File: src/rtl/sfwp_pkg.sv
package sfwp_pkg;

  typedef enum logic [1:0] {
    LOCK_NONE    = 2'b00,
    LOCK_QUARTER = 2'b01,
    LOCK_HALF    = 2'b10,
    LOCK_ALL     = 2'b11
  } lock_lvl_e;

  localparam int unsigned ST_W     = 8;
  localparam int unsigned ST_BUSY  = 0;
  localparam int unsigned ST_WEL   = 1;
  localparam int unsigned ST_LVL_L = 2;
  localparam int unsigned ST_LVL_H = 3;
  localparam int unsigned ST_WPEN  = 7;

endpackage

File: src/rtl/sfwp_sync.sv
module sfwp_sync #(
  parameter int unsigned STAGES    = 2,
  parameter logic        RESET_VAL = 1'b0
) (
  input  logic clk,
  input  logic rst_n,
  input  logic d_i,
  output logic q_o
);

  logic [STAGES-1:0] chain_q;

  generate
    for (genvar s = 0; s < STAGES; s++) begin : g_stage
      logic din;
      if (s == 0) begin : g_first
        assign din = d_i;
      end else begin : g_next
        assign din = chain_q[s-1];
      end
      always_ff @(posedge clk or negedge rst_n) begin
        if (!rst_n) chain_q[s] <= RESET_VAL;
        else        chain_q[s] <= din;
      end
    end
  endgenerate

  assign q_o = chain_q[STAGES-1];

endmodule

File: src/rtl/sfwp_lock_map.sv
module sfwp_lock_map
  import sfwp_pkg::*;
#(
  parameter int unsigned ADDR_W = 17
) (
  input  lock_lvl_e         lvl_i,
  input  logic [ADDR_W-1:0] addr_i,
  output logic              locked_o
);

  localparam int unsigned TOP = ADDR_W - 1;

  logic in_top_half;
  logic in_top_quarter;

  assign in_top_half    = addr_i[TOP];
  assign in_top_quarter = addr_i[TOP] & addr_i[TOP-1];

  always_comb begin
    unique case (lvl_i)
      LOCK_NONE:    locked_o = 1'b0;
      LOCK_QUARTER: locked_o = in_top_quarter;
      LOCK_HALF:    locked_o = in_top_half;
      LOCK_ALL:     locked_o = 1'b1;
      default:      locked_o = 1'b1;
    endcase
  end

endmodule

File: src/rtl/sfwp_busy_seq.sv
module sfwp_busy_seq #(
  parameter int unsigned BUSY_CYCLES = 16
) (
  input  logic clk,
  input  logic rst_n,
  input  logic start_i,
  output logic busy_o,
  output logic done_o
);

  localparam int unsigned CNT_W = (BUSY_CYCLES < 2) ? 1 : $clog2(BUSY_CYCLES);
  localparam logic [CNT_W-1:0] CNT_LOAD = CNT_W'(BUSY_CYCLES - 1);

  logic [CNT_W-1:0] cnt_q, cnt_d;
  logic             busy_q, busy_d;
  logic             cnt_en;

  assign done_o = busy_q && (cnt_q == '0);
  assign cnt_en = start_i || busy_q;

  always_comb begin
    cnt_d  = cnt_q;
    busy_d = busy_q;
    if (start_i && !busy_q) begin
      cnt_d  = CNT_LOAD;
      busy_d = 1'b1;
    end else if (done_o) begin
      busy_d = 1'b0;
    end else if (busy_q) begin
      cnt_d = cnt_q - 1'b1;
    end
  end

  always_ff @(posedge clk or negedge rst_n) begin
    if (!rst_n) begin
      cnt_q  <= '0;
      busy_q <= 1'b0;
    end else if (cnt_en) begin
      cnt_q  <= cnt_d;
      busy_q <= busy_d;
    end
  end

  assign busy_o = busy_q;

endmodule

File: src/rtl/sfwp_ctrl.sv
module sfwp_ctrl
  import sfwp_pkg::*;
#(
  parameter int unsigned ADDR_W      = 17,
  parameter int unsigned BUSY_CYCLES = 16,
  parameter int unsigned SYNC_STAGES = 2
) (
  input  logic              clk,
  input  logic              rst_n,
  input  logic              wp_n_i,
  input  logic              cmd_wren_i,
  input  logic              cmd_wrdi_i,
  input  logic              cmd_wrsr_i,
  input  logic [7:0]        wrsr_data_i,
  input  logic              prog_req_i,
  input  logic [ADDR_W-1:0] prog_addr_i,
  output logic [7:0]        status_o,
  output logic              busy_o,
  output logic              prog_ok_o,
  output logic              prog_deny_o,
  output logic              wrsr_ok_o,
  output logic              wrsr_deny_o
);

  // Internal reset: asserted asynchronously, released on a clock edge
  logic rst_n_s;
  sfwp_sync #(.STAGES(2), .RESET_VAL(1'b0)) u_rst_sync (
    .clk   (clk),
    .rst_n (rst_n),
    .d_i   (1'b1),
    .q_o   (rst_n_s)
  );

  // Pin resynchroniser, resets to the protecting level
  logic wp_n_s;
  sfwp_sync #(.STAGES(SYNC_STAGES), .RESET_VAL(1'b0)) u_pin_sync (
    .clk   (clk),
    .rst_n (rst_n_s),
    .d_i   (wp_n_i),
    .q_o   (wp_n_s)
  );

  // State
  logic      wel_q, wel_d;
  logic      wpen_q, wpen_d;
  lock_lvl_e lvl_q, lvl_d;
  logic      pend_wpen_q, pend_wpen_d;
  lock_lvl_e pend_lvl_q, pend_lvl_d;
  logic      pok_q, pok_d, pdn_q, pdn_d, sok_q, sok_d, sdn_q, sdn_d;

  logic busy, done;
  logic hw_prot;
  logic locked;
  logic sr_accept, sr_refuse;
  logic pend_en, st_en;
  logic unused_data;

  assign unused_data = ^{wrsr_data_i[6:4], wrsr_data_i[1:0]};

  sfwp_lock_map #(.ADDR_W(ADDR_W)) u_lock_map (
    .lvl_i    (lvl_q),
    .addr_i   (prog_addr_i),
    .locked_o (locked)
  );

  sfwp_busy_seq #(.BUSY_CYCLES(BUSY_CYCLES)) u_busy_seq (
    .clk     (clk),
    .rst_n   (rst_n_s),
    .start_i (sr_accept),
    .busy_o  (busy),
    .done_o  (done)
  );

  assign hw_prot   = !wp_n_s && wpen_q;
  assign sr_accept = cmd_wrsr_i && !busy && wel_q && !hw_prot;
  assign sr_refuse = cmd_wrsr_i && !busy && !sr_accept;

  // Write-enable latch next state, status write has priority
  always_comb begin
    wel_d = wel_q;
    if (done) begin
      wel_d = 1'b0;
    end else if (!busy) begin
      if (cmd_wrsr_i)      wel_d = sr_accept;
      else if (cmd_wrdi_i) wel_d = 1'b0;
      else if (cmd_wren_i) wel_d = 1'b1;
    end
  end

  // Pending status bits captured on accept, committed on completion
  assign pend_en     = sr_accept;
  assign pend_wpen_d = wrsr_data_i[ST_WPEN];
  assign pend_lvl_d  = lock_lvl_e'(wrsr_data_i[ST_LVL_H:ST_LVL_L]);

  assign st_en  = done;
  assign wpen_d = pend_wpen_q;
  assign lvl_d  = pend_lvl_q;

  // Response pulses
  always_comb begin
    pok_d = prog_req_i && !busy && wel_q && !locked;
    pdn_d = prog_req_i && !busy && !(wel_q && !locked);
    sok_d = sr_accept;
    sdn_d = sr_refuse;
  end

  always_ff @(posedge clk or negedge rst_n_s) begin
    if (!rst_n_s) begin
      wel_q <= 1'b0;
    end else begin
      wel_q <= wel_d;
    end
  end

  always_ff @(posedge clk or negedge rst_n_s) begin
    if (!rst_n_s) begin
      pend_wpen_q <= 1'b0;
      pend_lvl_q  <= LOCK_NONE;
    end else if (pend_en) begin
      pend_wpen_q <= pend_wpen_d;
      pend_lvl_q  <= pend_lvl_d;
    end
  end

  always_ff @(posedge clk or negedge rst_n_s) begin
    if (!rst_n_s) begin
      wpen_q <= 1'b0;
      lvl_q  <= LOCK_NONE;
    end else if (st_en) begin
      wpen_q <= wpen_d;
      lvl_q  <= lvl_d;
    end
  end

  always_ff @(posedge clk or negedge rst_n_s) begin
    if (!rst_n_s) begin
      pok_q <= 1'b0;
      pdn_q <= 1'b0;
      sok_q <= 1'b0;
      sdn_q <= 1'b0;
    end else begin
      pok_q <= pok_d;
      pdn_q <= pdn_d;
      sok_q <= sok_d;
      sdn_q <= sdn_d;
    end
  end

  always_comb begin
    status_o                    = '0;
    status_o[ST_WPEN]           = wpen_q;
    status_o[ST_LVL_H:ST_LVL_L] = lvl_q;
    status_o[ST_WEL]            = wel_q;
    status_o[ST_BUSY]           = busy;
  end

  assign busy_o      = busy;
  assign prog_ok_o   = pok_q;
  assign prog_deny_o = pdn_q;
  assign wrsr_ok_o   = sok_q;
  assign wrsr_deny_o = sdn_q;

endmodule

File: config.mk
export PLATFORM = sky130hd
export DESIGN_NAME = sfwp_ctrl
export DESIGN_NICKNAME = d
export VERILOG_FILES = /design/src/rtl/sfwp_pkg.sv /design/src/rtl/sfwp_sync.sv /design/src/rtl/sfwp_lock_map.sv /design/src/rtl/sfwp_busy_seq.sv /design/src/rtl/sfwp_ctrl.sv
export SDC_FILE = /design/constraint.sdc
export NUM_CORES = 1
export LEC_CHECK = 0
export BUFFER_PORTS_ARGS = -buffer_cell sky130_fd_sc_hd__buf_4
export CORE_UTILIZATION = 30
export DETAILED_ROUTE_END_ITERATION = 12
export PLACE_DENSITY_LB_ADDON = 0.15
export SKIP_CTS_REPAIR_TIMING = 1
export SLEW_MARGIN = 0
export SYNTH_ARGS = -nofsm -noshare
export SYNTH_HDL_FRONTEND = slang
export SYNTH_SLANG_ARGS = --single-unit
export TNS_END_PERCENT = 30
File: constraint.sdc
create_clock -name clk -period 0.9 [get_ports clk]
set_clock_uncertainty 0.2 [all_clocks]
set_input_delay 0.09 -clock clk [delete_from_list [all_inputs] [get_ports clk]]
set_output_delay 0.09 -clock clk [all_outputs]
set_load 0.01 [all_outputs]
==> impl_metrics.ini <==
[cts]
cts-root-buf = clkbuf_4
clk_path_buf_depth = 2
cts_buffers = 3
cts_max_level = 1
clk_latency_ns = 0.30
clk_pin_slew_ns = 0.11
cts_sinks = 20
cts_tree = built

[finish]
regArea_um2 = 502
multi_input_area_um2 = 425
fill_cells = 241
layout-drive-gt1-share_pct = 61.6
stdcell_count = 143
diodes = 0
final_cell_area_mm2 = 0.00139
final_nets = 147
syn2layout_area_growth_pct = 60.4
finish.utilization_pct = 50.8

[worst_setup_path]
startpoint = u_busy_seq.cnt_q[1]
path_class = reg -> reg
cp_max_fo = 5
crit_path_top_delay_cell = or3b_4
reg2reg_from = u_busy_seq.cnt_q[1]
crit_required_ns = 0.93
worst_ep_arrival_time_ns = 1.67
critPathMaxStageDelay_ns = 0.41
end_kind = flop
crit_path_start_kind = flop
worstPathCellList = inv_2, ha_4, or3b_4, and3_4, a31oi_4

[synthesis]
syn_area_um2 = 866
synth-compound-area-share_pct = 5.92
synth_xor_area_share_pct = 0
yosysTopAreaCell = dfrtp_1
synth_top_family_by_area = simple AND/OR/NAND/NOR gates
synth_edf_count = 0
synth_common_cells = 20 x dfrtp_1, 6 x buf_4, 6 x mux2_2, 6 x nand2_1
synthTopCellsByArea = dfrtp_1 58%, mux2_2 7.8%, buf_4 5.2%
yosys.area_share.simple_pct = 16.6
synth_seq_cells = 20
syn_area_per_cell_um2 = 12.0
synthAdderAreaFrac_pct = 2.89
ys_warn_count = 0
async_flop_share_pct = 100
yosysMostFrequentCell = dfrtp_1
yosys_most_used_dff = dfrtp_1
synthMuxAreaShare_pct = 8.96
synth_top_area_share_pct = 57.8
synth_cells = 72
yosys.cell_types.count = 26
ys_seq_area_share_pct = 57.8

[sta]
holdWs_ns = -0.187
hold_violations = 27
fin_crit_sh_pct = 182
tns_ns = -11.27
postLayoutSetupSlackWorst_ns = -0.736
maxSlewViolCount = 0
fmax_mhz = 611
setup_viol = 26
final.min_clock_period_ns = 1.64
rsz0062_at_grt = true

[die]
die_h_um = 55.7
io_pins = 45
rows = 19
core_area_mm2 = 0.00273
start_util_pct = 31.7
die_w_um = 55.7
die-area_mm2 = 0.00310

[routing]
num_vias = 635
wl_met1_um = 780
top_layer_used = met4
drtIter0Drc = 9
viasPerCell = 4.44
wl_per_cell_um = 12.0
wl_um = 1720
route.met3.wl_um = 60
ant_nets = 0
wl_met2_um = 835
drc = 0
first_pass_iters = 4

[placement]
hpwl_um = 1160
dpl_worst_slack_ns = -0.785
place.port_buffers = 21
dpl_cell_area_mm2 = 0.00113
dp.cells = 134
place.gp.congestion = 0.783

[job]
drv_cap = 0

[global_routing]
grt_antenna_before_repair = 0
grt_pass1_wl_um = 2660
grt_max_degree = 12
grt_pass1_vias = 604
grt_remaining_overflow = 0
track_usage_pct = 11.3

[power]
cellPowerDensity_mw_per_mm2 = 3060
p_leak_nw = 0.672
power.total_mw = 4.25
ir_worst_vdd_mv = 1.87

[worst_hold_path]
hp-class = in -> reg
worstHoldStart = wrsr_data_i[2]

[outcome]
violations = hold timing, setup timing
status = finished, violations left
-- routing by layer --
| layer | global-route usage [%] | up-vias |
|---|---|---|
| li1 | - | 320 |
| met1 | 14.5 | 296 |
| met2 | 16.0 | 15 |
| met3 | 3.02 | 4 |
| met4 | 8.57 | 0 |
| met5 | 0 | - |
-- cell families after synthesis --
kind of cell	count (synthesis)
AOI/OAI and AO/OA	8
adders and majority gates	2
buffers and inverters	10
DFF	20
muxes	7
other	2
and+or+nand+nor	23
-- layout make-up --
type                            count  share of cell area (%)
Tap cell                           31                    2.79
Multi-Input combinational cell     44                    30.6
Inverter                            3                   0.811
Timing Repair Buffer               41                    27.0
Sequential cell                    20                    36.1
Clock buffer                        4                    2.61
-- worst paths after layout --
| check | end | cells past startpoint | slack (ns) |
|---|---|---|---|
| setup / recovery | u_busy_seq.cnt_q[1] | 5 | -0.74 |
| hold / removal | lvl_d[0] | 2 | -0.19 |
| setup reg to reg | u_busy_seq.cnt_q[1] | 5 | -0.74 |
| hold reg to reg | u_busy_seq.cnt_q[2] | 1 | -0.02 |
| max in group asynchronous | u_busy_seq.busy_o | 1 | 0.37 |
| min in group asynchronous | u_rst_sync.q_o | 2 | -0.11 |
-- sequential cells by signal, summed over array words and instances, names as in the netlist --
name and count:
u_rst_sync.q_o 1, u_pin_sync.g_stage.din 1, wpen_q 1, lvl_q 2
prog_ok_o 1, lvl_d 2, wel_q 1, wrsr_ok_o 1
wrsr_deny_o 1, pend_wpen_q 1, u_busy_seq.cnt_q 4, prog_deny_o 1
u_rst_sync.g_stage.din 1, u_busy_seq.busy_o 1, u_pin_sync.q_o 1
-- cells in the final DEF, fill, tap and decap left out --
| cell | count |
|---|---|
| a21oi_1 | 1 |
| a21oi_2 | 1 |
| a221oi_2 | 1 |
| a311oi_1 | 1 |
| a31oi_4 | 1 |
| and3_4 | 2 |
| and3b_1 | 1 |
| buf_4 | 22 |
| buf_6 | 16 |
| clkbuf_4 | 3 |
| clkbuf_8 | 1 |
| conb_1 | 4 |
| dfrtp_1 | 19 |
| dfrtp_2 | 1 |
| dlygate4sd3_1 | 3 |
| ha_1 | 1 |
| ha_4 | 1 |
| inv_2 | 3 |
| mux2_2 | 6 |
| mux2i_1 | 1 |
| nand2_1 | 5 |
| nand2_4 | 1 |
| nand2b_4 | 3 |
| nand3_1 | 2 |
| nand3_2 | 1 |
| nand4b_4 | 1 |
| nor2_1 | 3 |
| nor3b_2 | 1 |
| nor3b_4 | 1 |
| nor4b_2 | 1 |
| o211ai_1 | 1 |
| o21ai_1 | 1 |
| o21ai_2 | 1 |
| or3b_4 | 1 |
-- power breakdown --
| group | internal, mW | total [mW] | switching (mW) |
|---|---|---|---|
| sequential | 1.22 | 1.51 | 0.292 |
| combinational | 1.37 | 2.22 | 0.849 |
| clock | 0.247 | 0.520 | 0.274 |
| total | 2.83 | 4.25 | 1.41 |
-- critical path, delay by kind of cell (launching register included) --
family	cells	cell delay, ns
AOI/OAI and AO/OA	1	0.13
adders and majority gates	1	0.16
buffers and inverters	1	0.08
DFF	1	0.40
and+or+nand+nor	2	0.59
(Power assumes the default switching activity.)
